[src/rtl/asram_wr_pkg.sv]
package asram_wr_pkg;

  typedef enum logic [2:0] {
    PH_IDLE  = 3'd0,
    PH_SETUP = 3'd1,
    PH_PULSE = 3'd2,
    PH_WAIT  = 3'd3,
    PH_HOLD  = 3'd4,
    PH_DONE  = 3'd5
  } phase_e;

  localparam logic [1:0] WMODE_READY = 2'b11;

endpackage

[src/rtl/asram_wait_sync.sv]
module asram_wait_sync #(
  parameter int STAGES = 2
) (
  input  logic clk,
  input  logic rst,
  input  logic wait_n_async,
  output logic wait_active
);

  logic [STAGES-1:0] sr;

  generate
    if (STAGES == 1) begin : g_single
      always_ff @(posedge clk) begin
        if (rst) sr <= '1;
        else     sr <= wait_n_async;
      end
    end else begin : g_chain
      always_ff @(posedge clk) begin
        if (rst) sr <= '1;
        else     sr <= {sr[STAGES-2:0], wait_n_async};
      end
    end
  endgenerate

  // internal polarity is active high
  assign wait_active = ~sr[STAGES-1];

endmodule

[src/rtl/asram_phase_cnt.sv]
module asram_phase_cnt #(
  parameter int CW = 4
) (
  input  logic          clk,
  input  logic          rst,
  input  logic          load,
  input  logic [CW-1:0] load_val,
  output logic          zero
);

  logic [CW-1:0] cnt;

  always_ff @(posedge clk) begin
    if (rst)               cnt <= '0;
    else if (load)         cnt <= load_val;
    else if (cnt != '0)    cnt <= cnt - 1'b1;
  end

  assign zero = (cnt == '0);

endmodule

[src/rtl/asram_wr_fsm.sv]
module asram_wr_fsm
  import asram_wr_pkg::*;
#(
  parameter int CW = 4
) (
  input  logic          clk,
  input  logic          rst,
  input  logic          req_valid,
  input  logic [CW-1:0] cfg_setup,
  input  logic [CW-1:0] cfg_pulse,
  input  logic [CW-1:0] cfg_hold,
  input  logic [1:0]    cfg_wait_mode,
  input  logic          wait_active,
  input  logic          cnt_zero,
  output logic          cnt_load,
  output logic [CW-1:0] cnt_val,
  output logic          accept,
  output logic          cs_n_q,
  output logic          we_n_q,
  output logic          done_q,
  output logic          busy_q
);

  phase_e        state, nxt;
  logic [CW-1:0] lat_pulse;
  logic [CW-1:0] lat_hold;
  logic          lat_ready;
  logic [CW-1:0] pulse_eff;

  assign pulse_eff = (cfg_pulse == '0) ? CW'(1) : cfg_pulse;

  always_comb begin
    nxt      = state;
    cnt_load = 1'b0;
    cnt_val  = '0;
    accept   = 1'b0;
    unique case (state)
      PH_IDLE: begin
        if (req_valid) begin
          accept   = 1'b1;
          cnt_load = 1'b1;
          if (cfg_setup != '0) begin
            nxt     = PH_SETUP;
            cnt_val = cfg_setup - 1'b1;
          end else begin
            nxt     = PH_PULSE;
            cnt_val = pulse_eff - 1'b1;
          end
        end
      end
      PH_SETUP: begin
        if (cnt_zero) begin
          nxt      = PH_PULSE;
          cnt_load = 1'b1;
          cnt_val  = lat_pulse - 1'b1;
        end
      end
      PH_PULSE, PH_WAIT: begin
        if ((state == PH_PULSE && cnt_zero && lat_ready && wait_active) ||
            (state == PH_WAIT && wait_active)) begin
          nxt = PH_WAIT;
        end else if (cnt_zero) begin
          if (lat_hold != '0) begin
            nxt      = PH_HOLD;
            cnt_load = 1'b1;
            cnt_val  = lat_hold - 1'b1;
          end else begin
            nxt = PH_DONE;
          end
        end
      end
      PH_HOLD: begin
        if (cnt_zero) nxt = PH_DONE;
      end
      PH_DONE: nxt = PH_IDLE;
      default: nxt = PH_IDLE;
    endcase
  end

  always_ff @(posedge clk) begin
    if (rst) begin
      state     <= PH_IDLE;
      lat_pulse <= CW'(1);
      lat_hold  <= '0;
      lat_ready <= 1'b0;
      cs_n_q    <= 1'b1;
      we_n_q    <= 1'b1;
      done_q    <= 1'b0;
      busy_q    <= 1'b0;
    end else begin
      state  <= nxt;
      cs_n_q <= !(nxt inside {PH_SETUP, PH_PULSE, PH_WAIT, PH_HOLD});
      we_n_q <= !(nxt inside {PH_PULSE, PH_WAIT});
      done_q <= (nxt == PH_DONE);
      busy_q <= (nxt != PH_IDLE);
      if (accept) begin
        lat_pulse <= pulse_eff;
        lat_hold  <= cfg_hold;
        lat_ready <= (cfg_wait_mode == WMODE_READY);
      end
    end
  end

endmodule

[src/rtl/asram_wr_ctrl.sv]
module asram_wr_ctrl #(
  parameter int AW          = 16,
  parameter int DW          = 8,
  parameter int CW          = 4,
  parameter int SYNC_STAGES = 2
) (
  input  logic          clk,
  input  logic          rst,
  input  logic          req_valid,
  input  logic [AW-1:0] req_addr,
  input  logic [DW-1:0] req_data,
  input  logic [CW-1:0] cfg_setup,
  input  logic [CW-1:0] cfg_pulse,
  input  logic [CW-1:0] cfg_hold,
  input  logic [1:0]    cfg_wait_mode,
  output logic          busy,
  output logic          done,
  output logic          mem_cs_n,
  output logic          mem_we_n,
  output logic [AW-1:0] mem_addr,
  output logic [DW-1:0] mem_data,
  input  logic          mem_wait_n
);

  logic          wait_active;
  logic          cnt_load;
  logic [CW-1:0] cnt_val;
  logic          cnt_zero;
  logic          accept;

  asram_wait_sync #(.STAGES(SYNC_STAGES)) u_sync (
    .clk          (clk),
    .rst          (rst),
    .wait_n_async (mem_wait_n),
    .wait_active  (wait_active)
  );

  asram_phase_cnt #(.CW(CW)) u_cnt (
    .clk      (clk),
    .rst      (rst),
    .load     (cnt_load),
    .load_val (cnt_val),
    .zero     (cnt_zero)
  );

  asram_wr_fsm #(.CW(CW)) u_fsm (
    .clk           (clk),
    .rst           (rst),
    .req_valid     (req_valid),
    .cfg_setup     (cfg_setup),
    .cfg_pulse     (cfg_pulse),
    .cfg_hold      (cfg_hold),
    .cfg_wait_mode (cfg_wait_mode),
    .wait_active   (wait_active),
    .cnt_zero      (cnt_zero),
    .cnt_load      (cnt_load),
    .cnt_val       (cnt_val),
    .accept        (accept),
    .cs_n_q        (mem_cs_n),
    .we_n_q        (mem_we_n),
    .done_q        (done),
    .busy_q        (busy)
  );

  always_ff @(posedge clk) begin
    if (rst) begin
      mem_addr <= '0;
      mem_data <= '0;
    end else if (accept) begin
      mem_addr <= req_addr;
      mem_data <= req_data;
    end
  end

endmodule

[config.mk]
export PLATFORM = sky130hd
export DESIGN_NAME = asram_wr_ctrl
export DESIGN_NICKNAME = d
export VERILOG_FILES = /design/src/rtl/asram_wr_pkg.sv /design/src/rtl/asram_wait_sync.sv /design/src/rtl/asram_phase_cnt.sv /design/src/rtl/asram_wr_fsm.sv /design/src/rtl/asram_wr_ctrl.sv
export SDC_FILE = /design/constraint.sdc
export NUM_CORES = 1
export LEC_CHECK = 0
export CORE_UTILIZATION = 55
export CTS_CLUSTER_DIAMETER = 100
export DETAILED_ROUTE_END_ITERATION = 10
export DONT_BUFFER_PORTS = 1
export GPL_ROUTABILITY_DRIVEN = 0
export PLACE_DENSITY = 0.78
export RECOVER_POWER = 50
export SYNTH_ARGS = -nofsm -noshare
export SYNTH_HDL_FRONTEND = slang
export SYNTH_HIERARCHICAL = 1
export SYNTH_SLANG_ARGS = --single-unit
[constraint.sdc]
create_clock -name clk -period 1.9 [get_ports clk]
set_clock_uncertainty 0.05 [all_clocks]
set_input_delay 0.285 -clock clk [delete_from_list [all_inputs] [get_ports clk]]
set_output_delay 0.285 -clock clk [all_outputs]
set_load 0.01 [all_outputs]
Word-level counts from Yosys, hierarchy flattened
Cells that the tools add are included.

Add/sub/neg operators: 5. Multiplexer cells: 25. Reductions and logical operators: 18. Bitwise logic cells: 1. Equal/unequal tests: 10.

Operators with widths (number): $mux 4 (9); $sub 4x1->4 const B (5); $reduce_bool 4->1 (4); $mux 3 (5); $eq 3x2->1 const B (4); $pmux 3 s4 (1); $pmux 4 s3 (1); $eq 3x3->1 const B (3); $logic_not 4->1 (2); $mux 1 (7); $eq 3x1->1 const B (2); $logic_and 1x1->1 (4); $reduce_bool 2->1 (2); $logic_not 3->1 (1); $pmux 1 s3 (1); $reduce_bool 3->1 (1); $eq 2x2->1 const B (1); $logic_not 1->1 (2); $mux 2 (1); $reduce_or 2->1 (1); $logic_or 1x1->1 (1); $not 1->1 (1).

Logic and storage cells: 71. Register bits: 46.

Longest topological paths before layout
Depth in word-level cells: 10. Gate-level depth with buffers: 9. Depth with buffers taken out: 9.

By module
The synthesis kept the hierarchy.

Modules (own cells, without submodules): asram_wr_fsm (cells each 112, area an instance 928.4 um2, times used 1); asram_wr_ctrl (cells each 77, area an instance 869.6 um2, times used 1); asram_phase_cnt (cells each 24, area an instance 229.0 um2, times used 1); asram_wait_sync (cells each 5, area an instance 56.3 um2, times used 1).

Least setup slack after synthesis
No wires, ideal clock.

Path kind: register to register. From: register u_fsm.lat_hold[0]. To: register u_cnt.cnt[3]. Path buffers: 0. Data required time: 1.758 ns. Setup time: 0.092 ns. Arrival: 1.789 ns. Stages on the path, launching flop included: 8. Path slack: -0.031 ns. Path through: dfxtp_1 inv_1 ha_1 or3b_2 nand3_1 nand3_1 or2_2 o32ai_1.

Word-level cells in the longest chain between the ends: 6. Elaborated cells between the ends (all ways): 12. Classes of those cells: 1 x add/sub; 9 x mux; 2 x reduce/logical.

RTL lines: start, declared (line asram_wr_fsm.sv:26) `logic [CW-1:0] lat_hold;`; start signal, assigned (line asram_wr_fsm.sv:98) `lat_hold <= cfg_hold;`; $reduce_bool 4->1 * (line asram_wr_fsm.sv:63) `if (lat_hold != '0) begin`; $mux 1 * (line asram_wr_fsm.sv:63); $mux 1 * (line asram_wr_fsm.sv:62) `end else if (cnt_zero) begin`; $mux 1 * (line asram_wr_fsm.sv:59) `if ((state == PH_PULSE && cnt_zero && lat_ready && wait_active) ||`; $pmux 1 s3 * (line asram_wr_fsm.sv:37) `unique case (state)`; net cnt_load (line asram_wr_ctrl.sv:26) `logic cnt_load;`; $mux 4 or $reduce_bool 2->1 (tied branches); end signal, assigned (line asram_phase_cnt.sv:15) `else if (load) cnt <= load_val;`; end signal, assigned (line asram_phase_cnt.sv:16) `else if (cnt != '0) cnt <= cnt - 1'b1;`; end, declared (line asram_phase_cnt.sv:11) `logic [CW-1:0] cnt;`.

Mark *: on every way through the listed nets, which the timed path passes. The rest lies on a longest branch. A chain may end at the register's enable or synchronous reset.

Worst setup path after layout
From: register u_cnt.cnt[0]. To: register u_cnt.cnt[3].

Word-level cells in the longest chain between the ends: 8. Elaborated cells between the ends (all ways): 18. Classes of those cells: 1 x add/sub; 10 x mux; 7 x reduce/logical.

RTL lines: $logic_not 4->1 * (line asram_phase_cnt.sv:19) `assign zero = (cnt == '0);`; net cnt_zero (line asram_wr_ctrl.sv:28) `logic cnt_zero;`; $logic_and 1x1->1 (3 in series) (line asram_wr_fsm.sv:59); $logic_or 1x1->1 (line asram_wr_fsm.sv:59); $mux 4 (line asram_wr_fsm.sv:59); $pmux 4 s3 * (line asram_wr_fsm.sv:37); net cnt_val[3] (line asram_wr_ctrl.sv:27) `logic [CW-1:0] cnt_val;`; $mux 4 * (line asram_phase_cnt.sv:15).

Mark *: on every way through the listed nets, which the timed path passes. The rest lies on a longest branch. The select of a mux whose other input is x is not followed.

==> summary.md <==
| Metric | Value |
|---|---|
| RSZ-0062 raised after global routing | `yes` |
| Status | `finished clean` |
| Switch share | `35.4%` |
| CP max stage cell | `dfxtp_2` |
| Ys flop type | `dfxtp_1` |
| Root buf cell | `clkbuf_8` |
| Peak VDD IR | `around 0.00075 V` |
| Placed Area | `between 2000 and 2500 um^2` |
| Synth Register Bits | `between 40 and 50` |
| Ys Warns | `6` |
| Initial antenna violation count | `0` |
| Post-synthesis sequential area ratio | `around 44%` |
| TritonRoute pass-1 iters | `4` |
| DR vias/cell | `approximately 5.5` |
| Critical Path Fanout Max | `7` |
| Worst-Margin Slew | `slightly below 0.6 ns` |
| Post-synth cell types | `45` |
| Post-Syn Instances | `about 220` |
| Area growth, synth to finish | `18.6%` |
| Antenna-violating nets left | `0` |
| Final setup viols | `0` |
| DR vias | `between 1500 and 2000` |
| Area contributors post-synth | `dfxtp_1 44%, mux2i_1 12%, nor2_1 5.4%, nand2_1 3.6%, ha_1 3.0%` |
| Fillcell total | `292` |
| Tmin final | `between 1.5 and 2 ns` |
| Fin nets | `290` |
| # hold bufs at CTS | `5` |
| Combinational Power Share | `46.4%` |
| Starting density of the core | `between 60% and 70%` |
| CP cell instances | `inv_2 > ha_4 > nor3b_4 > buf_6 > nand4bb_4 > buf_4 > o221ai_2 > nand2_1 > o32ai_1` |
| CTS tree | `yes` |
| CP startpoint | `u_cnt/cnt[0]` |
| Sequential group share of total power | `38.0%` |
| EDFF count, synth | `0` |
| Setup TNS | `0 ns` |
| Post-synth top area share | `44.2%` |
| Congestion Overflow GR | `0` |
| I/O Buffers | `0` |
| Cell taking the most area after synthesis | `dfxtp_1` |
| Final worst-path cycle share | `slightly below 100%` |
| Design area | `roughly 2500 um^2` |
| Final Hold Vio Count | `0` |
| Iteration-0 DRC Markers | `95` |
| Worst min path class | `input port to register` |
| Post-synth ARST share | `0%` |
| Die area | `just over 4000 um^2` |
| Nature of the critical path startpoint | `register` |
| Top cell family by delay on the critical path | `simple AND/OR/NAND/NOR gates` |
| IO Pins | `70` |
| CTS Buf Count | `5` |
| Synth Area per Inst | `9.56 um^2` |
| CP Capture Type | `register` |
| CTS clk-pin slew, worst paths | `~0.080 ns` |
| Clock Latency Late Sink | `about 0.29 ns` |
| Clk pwr share | `~16%` |
| Power Dens Cells | `1480 nW/um^2` |
| Highest Clock Rate | `~540 MHz` |
| Tot GR Track Use | `approximately a fifth` |
| H-tree lvl count | `2` |
| Share of cells above drive strength 1 | `approximately 22%` |
| Largest net degree at the start of global routing | `28` |
| Row cnt | `21` |
| Buf/Inv on CP | `3` |
| Final wirelength | `4140 um` |
| Global-route wire length before repair | `roughly 6700 um` |
| Vias in the first global route | `1539` |
| Cell Area, Synth | `~2100 um^2` |
| Final Max Tran Viols | `0` |
| Crit Path Class | `register to register` |
| CTS Buffer Depth | `2` |
| Post-DR wirelength/cell | `around 14 um` |
| Sw Pwr | `1290 uW` |
| Chip Width | `around 64 um` |
| # DRC | `0` |
| CTS Sinks | `between 40 and 50` |
| R2r startpoint | `u_cnt/cnt[0]` |
| Leak Pwr | `around 0.0010 uW` |
| DPL Wire Length | `2660 um` |
| Internal power | `around 2400 uW` |
| Number of diodes | `0` |
| Slew headroom | `~61%` |
| CP arrival | `~2.0 ns` |
| Crit path required time | `between 2 and 2.5 ns` |
| Syn Nets | `265` |
| Core ar. | `between 3000 and 4000 um^2` |
| Max-cap violations | `0` |
| Die height | `roughly 64 um` |
| Hold_sp | `rst` |
| Slowest stage delay, CP | `around 0.34 ns` |
## metrics by stage
stage          hold slack (ns)  instances  setup slack (ns)  total power, uW  utilization [%]
2_1_floorplan            0.307        218          0.000452             2490                -
3_3_place_gp             0.309        272            0.0314             2800             63.8
3_5_place_dp             0.309        272           -0.0407             2830             63.8
4_1_cts               0.000113        285           0.00233             3500             68.9
5_1_grt                -0.0146        290           -0.0754             3900             71.2
6_report                0.0151        290            0.0576             3660             71.2
## final timing paths
path              cells past startpoint  slack [ns]           end
hold / removal                        1        0.02   mem_data[7]
setup / recovery                      9        0.06  u_cnt/cnt[3]
setup reg to reg                      9        0.06  u_cnt/cnt[3]
hold reg to reg                       1        0.38  u_sync/sr[1]
## metal layers
metal  part of all wire [%]  GRT usage (%)  vias to the layer above
met4                   0.53           5.97                        0
met1                     44           25.8                      756
met5                      0              0                        -
li1                       -              -                      795
met3                    4.3           4.53                        4
met2                     51           36.2                       39
## power groups by stage
| stage | Sequential, uW | Combinational [uW] | Clock, uW |
|---|---|---|---|
| after detailed placement | 1410 | 1420 | 0 |
| final | 1390 | 1690 | 572 |
| after CTS | 1390 | 1520 | 592 |
| after floorplan | 1390 | 1110 | 0 |
| after global placement | 1400 | 1390 | 0 |
| after global routing | 1420 | 1850 | 639 |
## flip-flops by register name, indices dropped and copies added, names as in the netlist
name             count
mem_addr            16
mem_data             8
u_cnt/cnt            4
u_fsm/busy_q         1
u_fsm/cs_n_q         1
u_fsm/done_q         1
u_fsm/lat_hold       4
u_fsm/lat_pulse      4
u_fsm/lat_ready      1
u_fsm/state          3
u_fsm/we_n_q         1
u_sync/sr            2
## final cells by class
class | count | area (um^2) | share of cell area (%)
clock buffers | 6 | 72.6 | 2.94
clock inverters | 2 | 13.8 | 0.557
repair buffers | 28 | 251 | 10.2
flip-flops and latches | 46 | 923 | 37.4
multi-input cells | 150 | 1090 | 44.3
well taps | 46 | 57.6 | 2.33
inverters | 12 | 57.6 | 2.33
## synth_stat cells (all sizes together) (2+ instances only)
| cell type | n |
|---|---|
| and3b | 2 |
| a211o | 2 |
| a21oi | 10 |
| o32ai | 2 |
| inv | 11 |
| nor2 | 30 |
| ha | 5 |
| or2 | 5 |
| nor2b | 3 |
| o22a | 2 |
| buf | 6 |
| nand2 | 21 |
| nor3 | 7 |
| o21ai | 5 |
| xnor2 | 6 |
| nor4b | 3 |
| nand3 | 3 |
| clkbuf | 4 |
| o22ai | 3 |
| dfxtp | 46 |
| mux2i | 25 |
## worst register-to-register path, stage by stage, from the launching register on
cell and delay (ns):
dfxtp_2 0.34, inv_2 0.08, ha_4 0.14, nor3b_4 0.27
buf_6 0.15, nand4bb_4 0.17, buf_4 0.19, o221ai_2 0.16
nand2_1 0.08, o32ai_1 0.13
## cells by family (layout without fill, tap and decap cells)
| group | Yosys count | in the layout | synth area share (%) |
|---|---|---|---|
| compound gates | 31 | 31 | 9.91 |
| mux | 26 | 26 | 12.6 |
| xor+xnor | 7 | 7 | 2.94 |
| flops | 46 | 46 | 44.2 |
| fa+ha+maj | 5 | 5 | 3.00 |
| buf+inv | 22 | 48 | 7.27 |
| simple gates | 81 | 81 | 20.1 |
## layout by cell type, fill, tap and decap left out, drive strengths merged, types with 2 or more instances in the layout
| cell type | count |
|---|---|
| dfxtp | 46 |
| nor2 | 30 |
| mux2i | 25 |
| buf | 22 |
| nand2 | 21 |
| inv | 11 |
| a21oi | 10 |
| nor3 | 7 |
| clkbuf | 7 |
| xnor2 | 6 |
| dlygate4sd3 | 5 |
| ha | 5 |
| o21ai | 5 |
| or2 | 5 |
| nor2b | 3 |
| o22ai | 3 |
| nor4b | 3 |
| clkinv | 3 |
| nand3 | 3 |
| o32ai | 2 |
| and3b | 2 |
| o22a | 2 |
| a211o | 2 |
## what timing repair did
| action | 4_1_cts | 5_1_grt |
|---|---|---|
| pin swaps | 2 | 7 |
| resized for setup | 10 | 12 |
| setup endpoints to repair | 5 | 6 |
| endpoints found under the hold margin | 12 | 10 |
| buffers inserted | 0 | 5 |
Power figures use the tool's default switching activity.
